--- config.mk ---
export PLATFORM = sky130hd
export DESIGN_NAME = cellbus_tx_port
export DESIGN_NICKNAME = d
export VERILOG_FILES = /design/src/rtl/cellbus_pkg.sv /design/src/rtl/cellbus_sel.sv /design/src/rtl/cellbus_frame.sv /design/src/rtl/cellbus_store.sv /design/src/rtl/cellbus_tx_port.sv
export SDC_FILE = /design/constraint.sdc
export NUM_CORES = 1
export LEC_CHECK = 0
export ABC_CLOCK_PERIOD_IN_PS = 3350
export BUFFER_PORTS_ARGS = -buffer_cell sky130_fd_sc_hd__buf_2
export CAP_MARGIN = 25
export CORE_MARGIN = 4
export CORE_UTILIZATION = 57
export CTS_CLUSTER_DIAMETER = 50
export DETAILED_ROUTE_END_ITERATION = 10
export GPL_TIMING_DRIVEN = 0
export PLACE_DENSITY = 0.76
export REMOVE_ABC_BUFFERS = 1
export SLEW_MARGIN = 5
export SYNTH_ARGS = -nofsm -noshare
export SYNTH_HDL_FRONTEND = slang
export SYNTH_SLANG_ARGS = --single-unit
--- constraint.sdc ---
create_clock -name clk -period 3.35 [get_ports clk]
set_input_delay 0.67 -clock clk [delete_from_list [all_inputs] [get_ports clk]]
set_output_delay 0.67 -clock clk [all_outputs]
set_load 0.005 [all_outputs]
--- src/rtl/cellbus_pkg.sv ---
package cellbus_pkg;
  localparam int CELL_BYTES = 53;
  localparam logic [7:0] NARROW_WORDS = 8'd53;

  // words making up one cell on the bus
  function automatic logic [5:0] words_per_cell(input logic wide);
    return wide ? 6'd27 : 6'd53;
  endfunction

  // odd parity: data bits in use plus parity bit must hold an odd count of ones
  function automatic logic parity_ok(input logic [15:0] d, input logic p, input logic wide);
    return wide ? ^{d, p} : ^{d[7:0], p};
  endfunction

  // stored position of the byte carried in the upper lane (or the only lane when narrow)
  function automatic logic [5:0] lane0_pos(input logic [5:0] w, input logic wide);
    logic [5:0] dbl;
    dbl = {w[4:0], 1'b0};
    if (!wide) return w;
    return (w < 6'd3) ? dbl : dbl - 6'd1;
  endfunction

  // the lower lane carries a stored byte except for the filler in word 2
  function automatic logic lane1_keep(input logic [5:0] w, input logic wide);
    return wide && (w != 6'd2);
  endfunction

  function automatic logic [5:0] lane1_pos(input logic [5:0] w);
    return (w < 6'd2) ? {w[4:0], 1'b1} : {w[4:0], 1'b0};
  endfunction
endpackage

--- src/rtl/cellbus_sel.sv ---
module cellbus_sel #(
  parameter int ADDR_W = 5
) (
  input  logic              clk,
  input  logic              rst_n,
  input  logic [ADDR_W-1:0] cfg_addr,
  input  logic [ADDR_W-1:0] bus_addr,
  input  logic              bus_enb_n,
  input  logic              space_ok,
  output logic              addr_hit,
  output logic              take_en,
  output logic              clav
);
  logic hit_q;
  logic enb_n_q;
  logic sel_q;
  logic clav_q;

  assign addr_hit = (bus_addr == cfg_addr);
  // a falling enable looks at last cycle's address; a held-low enable keeps the prior choice
  assign take_en  = !bus_enb_n && (enb_n_q ? hit_q : sel_q);
  assign clav     = clav_q;

  always_ff @(posedge clk) begin
    if (!rst_n) begin
      hit_q   <= 1'b0;
      enb_n_q <= 1'b1;
      sel_q   <= 1'b0;
      clav_q  <= 1'b0;
    end else begin
      hit_q   <= addr_hit;
      enb_n_q <= bus_enb_n;
      if (!bus_enb_n) sel_q <= take_en;
      clav_q  <= addr_hit && space_ok;
    end
  end

  AST_CLAV_AFTER_POLL: assert property (@(posedge clk) disable iff (!rst_n)
    clav |-> $past(addr_hit));
  AST_SEL_NEEDS_ADDR: assert property (@(posedge clk) disable iff (!rst_n)
    ($fell(bus_enb_n) && !$past(addr_hit)) |-> !take_en);
  AST_PAUSE_NO_TAKE: assert property (@(posedge clk) disable iff (!rst_n)
    bus_enb_n |-> !take_en);
endmodule

--- src/rtl/cellbus_frame.sv ---
module cellbus_frame
  import cellbus_pkg::*;
(
  input  logic        clk,
  input  logic        rst_n,
  input  logic        take_en,
  input  logic        wide,
  input  logic        soc,
  input  logic [15:0] data,
  input  logic        prty,
  input  logic        clr_par,
  input  logic        slot_free,
  output logic        wr0_en,
  output logic [5:0]  wr0_pos,
  output logic [7:0]  wr0_byte,
  output logic        wr1_en,
  output logic [5:0]  wr1_pos,
  output logic [7:0]  wr1_byte,
  output logic        commit,
  output logic        in_cell,
  output logic        dropping,
  output logic        err_early,
  output logic        err_missing,
  output logic        par_err
);
  logic       in_cell_q;
  logic       drop_q;
  logic [5:0] word_q;
  logic       early_q;
  logic       missing_q;
  logic       par_q;

  logic       start_ev;
  logic       early_ev;
  logic       missing_ev;
  logic       body_ev;
  logic       last_ev;
  logic       bad_par_ev;
  logic [5:0] cur_word;
  logic       cur_drop;

  assign start_ev   = take_en && soc;
  assign early_ev   = start_ev && in_cell_q;
  assign missing_ev = take_en && !soc && !in_cell_q;
  assign body_ev    = take_en && (soc || in_cell_q);
  assign cur_word   = start_ev ? 6'd0 : word_q;
  assign cur_drop   = start_ev ? !slot_free : drop_q;
  assign last_ev    = body_ev && (cur_word == words_per_cell(wide) - 6'd1);
  assign bad_par_ev = take_en && !parity_ok(data, prty, wide);

  assign wr0_en   = body_ev && !cur_drop;
  assign wr0_pos  = lane0_pos(cur_word, wide);
  assign wr0_byte = wide ? data[15:8] : data[7:0];
  assign wr1_en   = body_ev && !cur_drop && lane1_keep(cur_word, wide);
  assign wr1_pos  = lane1_pos(cur_word);
  assign wr1_byte = data[7:0];
  assign commit   = last_ev && !cur_drop;

  assign in_cell     = in_cell_q;
  assign dropping    = drop_q;
  assign err_early   = early_q;
  assign err_missing = missing_q;
  assign par_err     = par_q;

  always_ff @(posedge clk) begin
    if (!rst_n) begin
      in_cell_q <= 1'b0;
      drop_q    <= 1'b0;
      word_q    <= 6'd0;
      early_q   <= 1'b0;
      missing_q <= 1'b0;
      par_q     <= 1'b0;
    end else begin
      if (body_ev) begin
        drop_q <= cur_drop;
        if (last_ev) begin
          in_cell_q <= 1'b0;
          word_q    <= 6'd0;
        end else begin
          in_cell_q <= 1'b1;
          word_q    <= cur_word + 6'd1;
        end
      end
      early_q   <= early_ev;
      missing_q <= missing_ev;
      par_q     <= bad_par_ev || (par_q && !clr_par);
    end
  end

  AST_SOC_EARLY_FLAG: assert property (@(posedge clk) disable iff (!rst_n)
    (take_en && soc && in_cell_q) |=> err_early);
  AST_SOC_MISSING_FLAG: assert property (@(posedge clk) disable iff (!rst_n)
    (take_en && !soc && !in_cell_q) |=> (err_missing && !in_cell));
  AST_PAR_STICKY: assert property (@(posedge clk) disable iff (!rst_n)
    (par_err && !clr_par) |=> par_err);
endmodule

--- src/rtl/cellbus_store.sv ---
module cellbus_store
  import cellbus_pkg::*;
#(
  parameter int CELLS = 2
) (
  input  logic                           clk,
  input  logic                           rst_n,
  input  logic                           wr0_en,
  input  logic [5:0]                     wr0_pos,
  input  logic [7:0]                     wr0_byte,
  input  logic                           wr1_en,
  input  logic [5:0]                     wr1_pos,
  input  logic [7:0]                     wr1_byte,
  input  logic                           commit,
  input  logic                           out_ready,
  output logic                           out_valid,
  output logic [7:0]                     out_byte,
  output logic                           out_sof,
  output logic                           out_eof,
  output logic                           slot_free,
  output logic [$clog2(CELLS+1)-1:0]     used
);
  localparam int SLOT_W = (CELLS > 1) ? $clog2(CELLS) : 1;
  localparam int CNT_W  = $clog2(CELLS + 1);
  localparam logic [SLOT_W-1:0] LAST_SLOT = SLOT_W'(CELLS - 1);
  localparam logic [5:0]        LAST_BYTE = 6'(CELL_BYTES - 1);

  logic [7:0]        mem [0:CELLS-1][0:CELL_BYTES-1];
  logic [SLOT_W-1:0] wr_slot;
  logic [SLOT_W-1:0] rd_slot;
  logic [5:0]        rd_pos;
  logic [CNT_W-1:0]  used_q;
  logic              pop;
  logic              pop_last;

  assign out_valid = (used_q != '0);
  assign out_byte  = mem[rd_slot][rd_pos];
  assign out_sof   = (rd_pos == 6'd0);
  assign out_eof   = (rd_pos == LAST_BYTE);
  assign pop       = out_valid && out_ready;
  assign pop_last  = pop && out_eof;
  assign slot_free = (used_q < CNT_W'(CELLS));
  assign used      = used_q;

  always_ff @(posedge clk) begin
    if (wr0_en) mem[wr_slot][wr0_pos] <= wr0_byte;
    if (wr1_en) mem[wr_slot][wr1_pos] <= wr1_byte;
  end

  always_ff @(posedge clk) begin
    if (!rst_n) begin
      wr_slot <= '0;
      rd_slot <= '0;
      rd_pos  <= 6'd0;
      used_q  <= '0;
    end else begin
      if (commit) wr_slot <= (wr_slot == LAST_SLOT) ? '0 : wr_slot + 1'b1;
      if (pop) begin
        if (pop_last) begin
          rd_pos  <= 6'd0;
          rd_slot <= (rd_slot == LAST_SLOT) ? '0 : rd_slot + 1'b1;
        end else begin
          rd_pos <= rd_pos + 6'd1;
        end
      end
      case ({commit, pop_last})
        2'b10:   used_q <= used_q + 1'b1;
        2'b01:   used_q <= used_q - 1'b1;
        default: used_q <= used_q;
      endcase
    end
  end

  AST_NO_OVERFLOW: assert property (@(posedge clk) disable iff (!rst_n)
    commit |-> (used_q != CNT_W'(CELLS)));
  AST_OUT_STALL_HOLD: assert property (@(posedge clk) disable iff (!rst_n)
    (out_valid && !out_ready) |=> (out_valid && $stable(out_byte) && $stable(out_sof) && $stable(out_eof)));
endmodule

--- src/rtl/cellbus_tx_port.sv ---
module cellbus_tx_port
  import cellbus_pkg::*;
#(
  parameter int ADDR_W = 5,
  parameter int CELLS  = 2
) (
  input  logic              clk,
  input  logic              rst_n,
  input  logic [ADDR_W-1:0] cfg_addr,
  input  logic              cfg_wide,
  input  logic              clr_par_err,
  input  logic [ADDR_W-1:0] tx_addr,
  input  logic              tx_enb_n,
  input  logic              tx_soc,
  input  logic [15:0]       tx_data,
  input  logic              tx_prty,
  output logic              tx_clav,
  output logic              cell_valid,
  input  logic              cell_ready,
  output logic [7:0]        cell_byte,
  output logic              cell_sof,
  output logic              cell_eof,
  output logic              err_soc_early,
  output logic              err_soc_missing,
  output logic              par_err
);
  localparam int CNT_W = $clog2(CELLS + 1);

  logic             addr_hit;
  logic             take_en;
  logic             space_ok;
  logic             slot_free;
  logic [CNT_W-1:0] used;
  logic             in_cell;
  logic             dropping;
  logic             reserve;
  logic [CNT_W:0]   busy;
  logic             wr0_en, wr1_en, commit;
  logic [5:0]       wr0_pos, wr1_pos;
  logic [7:0]       wr0_byte, wr1_byte;

  // a cell being written (and kept) holds a slot that is not yet counted as used
  assign reserve  = in_cell && !dropping;
  assign busy     = {1'b0, used} + (CNT_W+1)'(reserve);
  assign space_ok = busy < (CNT_W+1)'(CELLS);

  cellbus_sel #(.ADDR_W(ADDR_W)) u_sel (
    .clk       (clk),
    .rst_n     (rst_n),
    .cfg_addr  (cfg_addr),
    .bus_addr  (tx_addr),
    .bus_enb_n (tx_enb_n),
    .space_ok  (space_ok),
    .addr_hit  (addr_hit),
    .take_en   (take_en),
    .clav      (tx_clav)
  );

  cellbus_frame u_frame (
    .clk         (clk),
    .rst_n       (rst_n),
    .take_en     (take_en),
    .wide        (cfg_wide),
    .soc         (tx_soc),
    .data        (tx_data),
    .prty        (tx_prty),
    .clr_par     (clr_par_err),
    .slot_free   (slot_free),
    .wr0_en      (wr0_en),
    .wr0_pos     (wr0_pos),
    .wr0_byte    (wr0_byte),
    .wr1_en      (wr1_en),
    .wr1_pos     (wr1_pos),
    .wr1_byte    (wr1_byte),
    .commit      (commit),
    .in_cell     (in_cell),
    .dropping    (dropping),
    .err_early   (err_soc_early),
    .err_missing (err_soc_missing),
    .par_err     (par_err)
  );

  cellbus_store #(.CELLS(CELLS)) u_store (
    .clk       (clk),
    .rst_n     (rst_n),
    .wr0_en    (wr0_en),
    .wr0_pos   (wr0_pos),
    .wr0_byte  (wr0_byte),
    .wr1_en    (wr1_en),
    .wr1_pos   (wr1_pos),
    .wr1_byte  (wr1_byte),
    .commit    (commit),
    .out_ready (cell_ready),
    .out_valid (cell_valid),
    .out_byte  (cell_byte),
    .out_sof   (cell_sof),
    .out_eof   (cell_eof),
    .slot_free (slot_free),
    .used      (used)
  );

  AST_CLAV_NEEDS_SPACE: assert property (@(posedge clk) disable iff (!rst_n)
    tx_clav |-> ($past(space_ok) && $past(addr_hit)));
endmodule

# Word level (Yosys, flattened, before mapping)
# Memory sizes are Yosys's and may differ from the RTL's. A register that Yosys moved wholly into a read port is not among the register bits.
# Index checks and enable logic that the tools add are counted.
# totals
inputBits	34
ram_bits	848
register_bits	25
n_memories	1
output_inout_bits	15
# classes
eq_ne	6
order_cmp	9
addsub	9
mux	452
n_bitwise	427
n_reduce_logical	35
# mem_list
name	words	width	rd	rd_ports_with_merged_regs	wr	line_no	rtl
u_store.mem	2	424	1	1	1	cellbus_store.sv:28	logic [7:0] mem [0:CELLS-1][0:CELL_BYTES-1];
# ops
op	n
$mux 424	2
$mux 1	435
$or 1x1->1	424
$demux 8 s6	2
$bmux 8 s6	1
$mux 8	5
$mux 6	6
$ge 7x7->1 const B	3
$not 6->7	3
$logic_and 1x1->1	19
$reduce_xor 17->1	1
$lt 7x1->1 const B	2
$add 6x1->6 const B	2
$lt 6x2->1 const B	2
$sub 6x1->6 const B	2
$reduce_xor 9->1	1
$logic_not 1->1	8
$eq 6x6->1	1
$eq 6x6->1 const B	1
$logic_not 6->1	1
$ne 6x2->1 const B	1
$eq 5x5->1	1
$pmux 2 s2	1
$reduce_bool 2->1	2
other kinds (10)	12

# Longest topological paths before layout
# logic_depth
ltp_word	14
depth_mapped	11

# Modules after synthesis
# Synthesis repeated with hierarchy kept, for this count alone.
# unflattened
hier_cells	2496
area_unflattened_um2	41076.9
# modules_own_cells
module	cells_per_inst	area_per_inst_um2	seq_area_each_um2	instances
cellbus_store	2332	39739.4	25684.6	1
cellbus_frame	141	1124.8	220.2	1
cellbus_sel	21	202.7	80.1	1
cellbus_tx_port	2	10.0	0.0	1

# Least setup slack after synthesis
# No wires, ideal clock.
# synth_path
path_kind	input-to-reg
startpoint	input cfg_wide
endpoint	memory u_store.mem[1][384] (netlist name), enable pin
cell_stages	7
arrival_ns	2.754
path_slack_ns	0.212
required_ns	2.966
path_cell_list	clkbuf_1 -> buf_2 -> buf_2 -> nor2_1 -> a311oi_2 -> nand3_1 -> o21ai_0
# synth_between
elab_chain_len	8
# synth_lines
item	line_no	rtl
start: declaration	cellbus_tx_port.sv:10	input logic cfg_wide,
$mux 6	cellbus_pkg.sv:20	return (w < 6'd3) ? dbl : dbl - 6'd1;
$not 6->7 (implied by the code)	cellbus_store.sv:46	if (wr0_en) mem[wr_slot][wr0_pos] <= wr0_byte;
$ge 7x7->1 (implied by the code) / $lt 7x1->1 (equally long branches)	cellbus_store.sv:46	
$logic_and 1x1->1 (implied by the code)	cellbus_store.sv:46	
$mux 8 (implied by the code)	cellbus_store.sv:46	
$demux 8 s6	cellbus_store.sv:46	
$mux 424 (implied by the code)	cellbus_store.sv:46	
$or 1x1->1 (no source line) *	--	
end: declaration	cellbus_store.sv:28	
# Mark *: on every way between the ends. The rest lies on a longest branch, timed or not.

# Final worst setup path
# layout_path
startpoint	register u_store.rd_pos[2]
endpoint	output cell_byte[7]
# layout_between
elab_chain_len	4
# layout_lines
item	line_no	rtl
start: declaration	cellbus_store.sv:31	logic [5:0] rd_pos;
start signal: assignment	cellbus_store.sv:63	rd_pos <= rd_pos + 6'd1;
$not 6->7 (implied by the code)	cellbus_store.sv:37	assign out_byte = mem[rd_slot][rd_pos];
$bmux 8 s6	cellbus_store.sv:37	
$mux 8 (implied by the code) (2 in series)	cellbus_store.sv:37	
end: declaration	cellbus_tx_port.sv:20	output logic [7:0] cell_byte,
# Every way passes these cells. The select of a mux whose other input is x is not followed.

==> metrics.md <==
| Metric | Value |
|---|---|
| Number of global-route vias before repair | 24.6k |
| Failing checks | negative setup slack |
| Fin crit period | 4.17 ns |
| Fin crit share | 125% |
| Net count, final | between 2k and 3k |
| Routability cong. | about 0.97 |
| Fmax | about 0.24 GHz |
| CP Launch Type | flip-flop |
| Hold/Removal Path Class | input port to flip-flop |
| RSZ-0062 raised after global routing | yes |
| Port Buffer Count | 48 |
| Post-route cell area | ~46000 sq um |
| Unique masters post-synth | 77 |
| TritonCTS clock tree | yes |
| Antenna Nets Post-Route | 0 |
| Measured slew at the worst slew-check pin | 1.20 ns |
| Drt via density | around 7.1 |
| DRC viols | 0 |
| First-pass GRT wire length | 167 mm |
| Most common cell after layout, fill and taps aside | edfxtp_1 |
| TritonRoute pass-1 iters | 6 |
| Final wirelength | between 100 and 150 mm |
| Max clock buf depth | 3 |
| Initial Util | 57.5% |
| WL per Instance | 34.0 microns |
| CP arrival | 3.50 ns |
| # setup viols final | 67 |
| Clock-pin slew on the worst setup and hold paths | 0.07 ns |
| Mean Syn Cell Area | between 15 and 20 sq um |
| Overall routing resource usage | 32.6% |
| # rows | 95 |
| Layout cells sized above 1 | 36.3% |
| # fillers | 3982 |
| Leakage power | between 15 and 20 nW |
| Cell Pwr Density | around 490 nW/um^2 |
| Final core utilization | 68.9% |
| Worst path required time | approximately 2.7 ns |
| Multi-input gate area | around 13000 sq um |
| Via count | 24.9k |
| FF+latch count, synth | 874 |
| Core area | roughly 67000 sq um |
| Area post-placement | 40400 sq um |
| Worst skew pair latency | 0.66 ns |
| Inserted Clock Buffers | 90 |
| Number of I/O pins | 49 |
| Die Span Y | 268 microns |
| Power after layout | 22.8 mW |
| Layout area overhead | 19.8% |
| CP Capture Type | primary output |
| Clock Skews | 0.0284 ns |
| Worst Path Max Fanout | 14 |
| Syn Std Cell Area | 38600 sq um |
| 1st-iter DRT viols | around 4.3k |
| Peak VDD IR | 471 uV |
| Prevailing post-synth register cell | edfxtp_1 |
| Sequential share of the synthesized area | just under 70% |
| Post-synth ARST share | 0% |
| Kind of critical path | flip-flop to primary output |
| Status | complete, but fails checks |
| H-Tree Depth | 3 |
| Endpoints failing hold | 0 |
| Final HPWL DP | 71.7 mm |
| Final WS setup | -0.823 ns |
| Warnings, synthesis | 0 |
| Clock sink count | about 870 |
| Die area | 72000 sq um |
| Maximum number of pins on one net before global-route repair | 56 |
| Die X | 268 microns |
| Initial antenna violation count | 0 |
| Register Area | about 26000 sq um |
| Most frequent cells in the layout | edfxtp_1 (848), inv_1 (197), mux4_2 (196), mux2_2 (141), nor2_1 (136) |
| Max Slew Vio Count | 0 |
| Post-synth EDFFs | 848 |
| Gate Count Post-Synth | 2442 |
| Root buffer cell | clkbuf_16 |
| Relative max-transition margin | between 15 and 20% |
| Setup TNS | -7.62 ns |
| Max cap viols | 0 |
| Grt ovf | 0 |
timing repair:
action | in CTS | in global routing
buffers inserted | 53 | 29
setup endpoints to repair | 859 | 684
pin swaps | 29 | 37
hold buffers | 0 | 0
gates resized for setup | 265 | 133
gates cloned | 12 | 3
where the power goes:
group          switching [mW]  internal (mW)
clock network            4.27           5.49
logic                   0.638          0.299
registers             0.00178           12.1
per-layer routing:
| layer | track usage (%) | share of wire, % |
|---|---|---|
| met1 | 42.3 | 33 |
| met4 | 17.3 | 6.8 |
| met2 | 50.8 | 47 |
| met3 | 9.29 | 14 |
| met5 | 0 | 0.059 |
sequential cells by signal, indices dropped and copies added, names as in the netlist, named ones only:
name and flops:
u_sel.enb_n_q 1, u_store.mem 848, u_frame.dropping 1, u_frame.word_q 6
u_sel.sel_q 1, u_store.wr_slot 1, u_frame.err_missing 1, u_frame.par_err 1
u_store.used 2, u_sel.clav 1, u_frame.err_early 1, u_store.rd_slot 1
u_frame.in_cell 1, u_store.rd_pos 6, u_sel.hit_q 1
area by class of cell:
class	count	share of cell area, %
multi-input combinational	1177	28.0
antenna	4	0.0216
clock inverter	56	1.05
clock buffer	107	5.07
inverter	206	1.69
timing repair buffer	203	5.55
sequential	874	56.2
tap	873	2.36
synthesized netlist by cell type, drive strengths merged, types with 7 or more instances:
cell type  count  area, sq um
mux2i         48          484
nor4          11          141
o221ai         7         61.3
xor2           9         78.8
nor2         198          763
nor2b         18          113
mux4         196         4410
o21ai         39          195
a21boi         7         52.6
buf           68          373
o22ai         41          269
clkbuf       119          447
or3            7         43.8
or4            8         60.1
inv          205          769
nand2         77          289
o211ai         8         60.1
and3          13         81.3
nand4         16          121
nand2b         9         56.3
a221oi        11         96.3
and2           8         50.1
nor3           9         56.3
xnor2         18          158
a221o         10          100
mux2         142         1600
nand3         27          148
edfxtp       848        25500
dfxtp         26          521
a21oi        127          647
o2bb2ai       11         96.3
a22oi         35          263
cells by family after synthesis:
group           after synthesis  share of synthesized area [%]
flops                       874                           67.3
fa+ha+maj                     4                          0.130
compound gates              343                           5.78
mux                         386                           16.8
xor+xnor                     27                          0.612
buf+inv                     393                           4.12
simple gates                415                           5.26
metrics by stage:
step | hold WS (ns) | setup WS [ns] | std cells
global placement | 0.464 | -13.47 | 3176
CTS | 0.299 | -0.652 | 3461
global route | 0.329 | -0.747 | 3496
floorplan | 0.455 | -8.08 | 2255
finish | 0.309 | -0.823 | 3500
detailed placement | 0.481 | -1.50 | 3233
final timing paths:
path	startpoint	end	slack [ns]	depth (start not counted)
setup / recovery	u_store.rd_pos[2]	cell_byte[7]	-0.82	9
hold / removal	clr_par_err	u_frame.par_err	0.31	3
setup reg to reg	u_frame.word_q[3]	u_store.mem[0][161]	-0.08	5
hold reg to reg	u_frame.dropping	u_frame.dropping	0.52	2
critical path: stages (launching register included):
cell and delay (ns):
dfxtp_4 0.50, buf_16 0.22, or2_4 0.32, nor2_4 0.14, buf_4 0.20, a22oi_2 0.28
nand4_1 0.17, o211ai_1 0.57, nand3_2 0.23, buf_2 0.18
Note: power is estimated with default switching activity, not from simulation.
